===== config.mk =====
export PLATFORM = sky130hd
export DESIGN_NAME = cbit_app_detect
export DESIGN_NICKNAME = d
export VERILOG_FILES = /design/src/rtl/cbit_app_detect.sv
export SDC_FILE = /design/constraint.sdc
export NUM_CORES = 1
export LEC_CHECK = 0
export BUFFER_PORTS_ARGS = -buffer_cell sky130_fd_sc_hd__buf_2
export CORE_MARGIN = 3
export CORE_UTILIZATION = 40
export CTS_BUF_LIST = sky130_fd_sc_hd__clkbuf_4 sky130_fd_sc_hd__clkbuf_8
export DETAILED_ROUTE_END_ITERATION = 10
export SYNTH_ARGS = -nofsm -noshare
export SYNTH_HDL_FRONTEND = slang
export SYNTH_SLANG_ARGS = --single-unit
export TNS_END_PERCENT = 20

===== constraint.sdc =====
create_clock -name clk -period 4 [get_ports clk]
set_input_delay 0.2 -clock clk [delete_from_list [all_inputs] [get_ports clk]]
set_output_delay 0.2 -clock clk [all_outputs]
set_load 0.05 [all_outputs]

===== src/rtl/cbit_app_detect.sv =====
module cbit_app_detect #(
  parameter int BLOCK_FRAMES = 1024,
  parameter int SET_THRESH   = 1020
) (
  input  logic clk,
  input  logic rst_n,
  input  logic mframe_stb,
  input  logic first_cbit,
  input  logic e3_mode,
  output logic cbit_app
);
  localparam int FW = $clog2(BLOCK_FRAMES);
  localparam int OW = $clog2(BLOCK_FRAMES + 1);

  logic [FW-1:0] frame_cnt;
  logic [OW-1:0] ones_cnt;
  logic          status_q;

  wire           take      = mframe_stb & ~e3_mode;
  wire           last      = (frame_cnt == FW'(BLOCK_FRAMES - 1));
  wire [OW-1:0]  ones_next = ones_cnt + OW'(first_cbit);

  always_ff @(posedge clk) begin
    if (!rst_n || e3_mode) begin
      frame_cnt <= '0;
      ones_cnt  <= '0;
      status_q  <= 1'b0;
    end else if (take) begin
      if (last) begin
        status_q  <= (ones_next >= OW'(SET_THRESH));
        frame_cnt <= '0;
        ones_cnt  <= '0;
      end else begin
        frame_cnt <= frame_cnt + 1'b1;
        ones_cnt  <= ones_next;
      end
    end
  end

  assign cbit_app = status_q & ~e3_mode;

  // status only moves at a block end or on E3 entry
  a_r4_hold_between_ends: assert property (@(posedge clk) disable iff (!rst_n)
    (!e3_mode && !(take && last)) |=> $stable(status_q));

  // a rising status must follow a closing strobe
  a_r2_rise_at_block_end: assert property (@(posedge clk) disable iff (!rst_n)
    $rose(status_q) |-> $past(take && last));

  // E3 wipes the counters and the status
  a_r6_e3_clears: assert property (@(posedge clk) disable iff (!rst_n)
    e3_mode |=> (status_q == 1'b0 && frame_cnt == '0 && ones_cnt == '0));

  // idle cycles leave the counters untouched
  a_r5_idle_no_count: assert property (@(posedge clk) disable iff (!rst_n)
    (!mframe_stb && !e3_mode) |=> ($stable(frame_cnt) && $stable(ones_cnt)));

  // ones can never outnumber frames seen in the block
  a_r5_ones_bound: assert property (@(posedge clk) disable iff (!rst_n)
    32'(ones_cnt) <= 32'(frame_cnt));
endmodule


==> run summary <==
Post-Route WL -> 2.16 mm
Vias in the first global route -> 837
Antenna cell count -> 0
Wire length per cell -> 12.6 um
CP max-delay cell -> or3b_4
Leak -> 0.421 nW
Net count after synthesis -> 146
Slew HR -> 0.530
Outcome -> finished, final reports clean
Worst EP required -> 4180 ps
Critical R2R Launch -> ones_cnt[0]$_SDFFE_PP0P_
Tcrit/Tclk final -> 0.492
Final non-filler cell total -> 171
Post-synth top area share -> 0.375
# setup viols final -> 0
Most used cell, CP -> ha_1
Crit path kind -> reg -> reg
Buffer depth of the longest clock path -> 2
FF-to-FF End -> status_q$_SDFFE_PP0P_
CP max stage delay -> 400 ps
Skew final -> 6.43 ps
Drt first-iter violations -> 25
Peak VDD IR -> 193 uV
Top_reg_cell synth -> dfxtp_1
Hold path depth -> 4
Synth Cell Area -> 1170 um2
Layout cells sized above 1 -> 0.100
Antenna violations before repair -> 0
Drt drc -> 0
Later-pin clock latency in the skew report -> 310 ps
Post CTS Setup Buffer Count -> 0
Post-route ant nets -> 0
Sequence of cells on the critical path -> ha_1 -> ha_1 -> and3_1 -> or3b_4 -> xnor2_2 -> nor2_1 -> a211oi_2
Vias/cell -> 5.49
Seq/Total Area, Yosys -> 0.375
Nature of the critical path startpoint -> flop
RSZ-0062 raised after global routing -> no
Global route overflow -> 0
Max Cap Viol -> 0
Die Span X -> 60.2 um
Starting Density -> 0.422
Port bufs -> 5
Post-synth EDFFs -> 0
Top post-synthesis cells by area -> dfxtp_1 38%, nor2_1 7.7%, xor2_1 7.5%, nand2_1 5.4%, a311oi_1 3.7%
Core box area -> 2780 um2
Register-to-Register Setup Slack -> 2030 ps
Hold EP -> ones_cnt[0]$_SDFFE_PP0P_
Slew Limit Fails -> 0
Worst setup EP type -> flop
Post-synthesis cell count -> 138
I/O pin count -> 6
Syn Area/Cell -> 8.50 um2
GPL Wtd Cong -> 0.796
Inserted Clock Buffers -> 3
Most common cell in the netlist -> nor2_1
Post-synth ARST share -> 0
Post-synthesis register bit count -> 22
Final setup TNS -> 0 ps
Critical Path AT -> 2150 ps
Detailed-route via count -> 939
Post-route minimum period -> 1970 ps
Power per cell area -> 276 nW/um2
Max FO, Critical Path -> 10
Hold path startpoint -> first_cbit
CTS hold repair buffers -> 0
Yosys warns -> 0
First-pass GRT wire length -> 3.84 mm
Area grow syn2layout -> 4.48%
Htree depth -> 1
Fillers -> 282
CTS resizes -> 0
Nets -> 150
FP Rows -> 19
Die area -> 3620 um2
Largest area contributor in the synthesized netlist -> dfxtp_1
Reg clk slew, reported paths -> 120 ps
Dpl hpwl -> 1.57 mm
DRT Pass-1 Iters -> 4
Clock sinks -> 22
Gr usage total -> 0.144
Synth top cells by count -> 24 x nor2_1, 22 x dfxtp_1, 17 x nand2_1
Largest net degree at the start of global routing -> 15
Unique cell type count in the Yosys netlist -> 32
Placed cells -> 168
Worst hold path type -> in -> reg
Root buf cell -> clkbuf_4
Die H -> 60.2 um
Max frequency -> 508 MHz
Worst slew pin tran -> 703 ps
R2R depth -> 7
CTS tree -> built
Fin. Hold Viols -> 0
-- cells by family after synthesis --
kind of cell    after synthesis  share of synthesized area
mux                           1                    0.00853
flops                        22                      0.375
buf+inv                       7                     0.0320
simple gates                 67                      0.278
xor+xnor                     16                      0.126
compound gates               22                      0.148
fa+ha+maj                     3                     0.0320
-- final cells by class --
type,count,area [um2],share of cell area
multi-input cells,109,696,0.567
clock buffers,3,22.5,0.0184
well taps,31,38.8,0.0316
repair buffers,5,25.0,0.0204
flip-flops and latches,22,440,0.359
inverters,1,3.75,0.00306
-- report_power, final --
group          internal (mW)  leakage, nW  total [mW]  switching (mW)
logic                0.00501        0.230      0.0166          0.0116
registers              0.220        0.177       0.220        0.000568
clock network         0.0352       0.0138       0.102          0.0667
-- cells in the final DEF (no fill, tap or decap), types with 3 or more instances in the layout --
cell      instances
a21oi_1           6
a22oi_1           3
a311oi_1          5
and3_1            5
buf_2             5
clkbuf_4          3
dfxtp_1          22
ha_1              3
nand2_1          17
nand2b_1          5
nand3_1           4
nand4_1           4
nor2_1           24
xnor2_1           5
xor2_1           10
-- routing by layer --
layer / vias up / GRT usage / wire length, um
met3: 5 / 0.0216 / 69
met2: 12 / 0.211 / 963
met4: 0 / 0.0854 / 55
li1: 491 / - / -
met5: - / 0 / 0
met1: 431 / 0.197 / 1070
-- flip-flops by register name, indices dropped and copies added (netlist names) --
name and cells:
ones_cnt 11, status_q 1, frame_cnt 10
-- stage by stage --
step	cell area [um2]	power [mW]	util	hold slack [ps]	setup slack (ps)
final	1230	0.339	0.441	247	2030
after global routing	1230	0.357	0.441	289	1940
after CTS	1230	0.344	0.441	243	2030
after detailed placement	1200	0.242	0.433	511	2050
after global placement	1200	0.242	0.433	494	2100
after floorplan	1170	0.237	-	429	2240
-- how the worst max path moves through the flow --
stage                             start                   endpoint  slack (ps)  depth (start not counted)
6_report       ones_cnt[0]$_SDFFE_PP0P_      status_q$_SDFFE_PP0P_        2030                          7
4_1_cts        ones_cnt[0]$_SDFFE_PP0P_      status_q$_SDFFE_PP0P_        2030                          7
5_1_grt        ones_cnt[0]$_SDFFE_PP0P_      status_q$_SDFFE_PP0P_        1940                          7
2_1_floorplan  ones_cnt[0]$_SDFFE_PP0P_      status_q$_SDFFE_PP0P_        2240                          8
3_3_place_gp                    e3_mode  frame_cnt[2]$_SDFFE_PP0P_        2100                          6
3_5_place_dp   ones_cnt[0]$_SDFFE_PP0P_      status_q$_SDFFE_PP0P_        2050                          7
-- worst max-delay path: cells and delay by family, from the launching register on --
| family | cells | cell delay [ps] |
|---|---|---|
| compound gates | 1 | 70 |
| xor+xnor | 1 | 130 |
| fa+ha+maj | 2 | 560 |
| flops | 1 | 350 |
| simple gates | 3 | 730 |
Note: power is estimated with default switching activity, not from simulation.
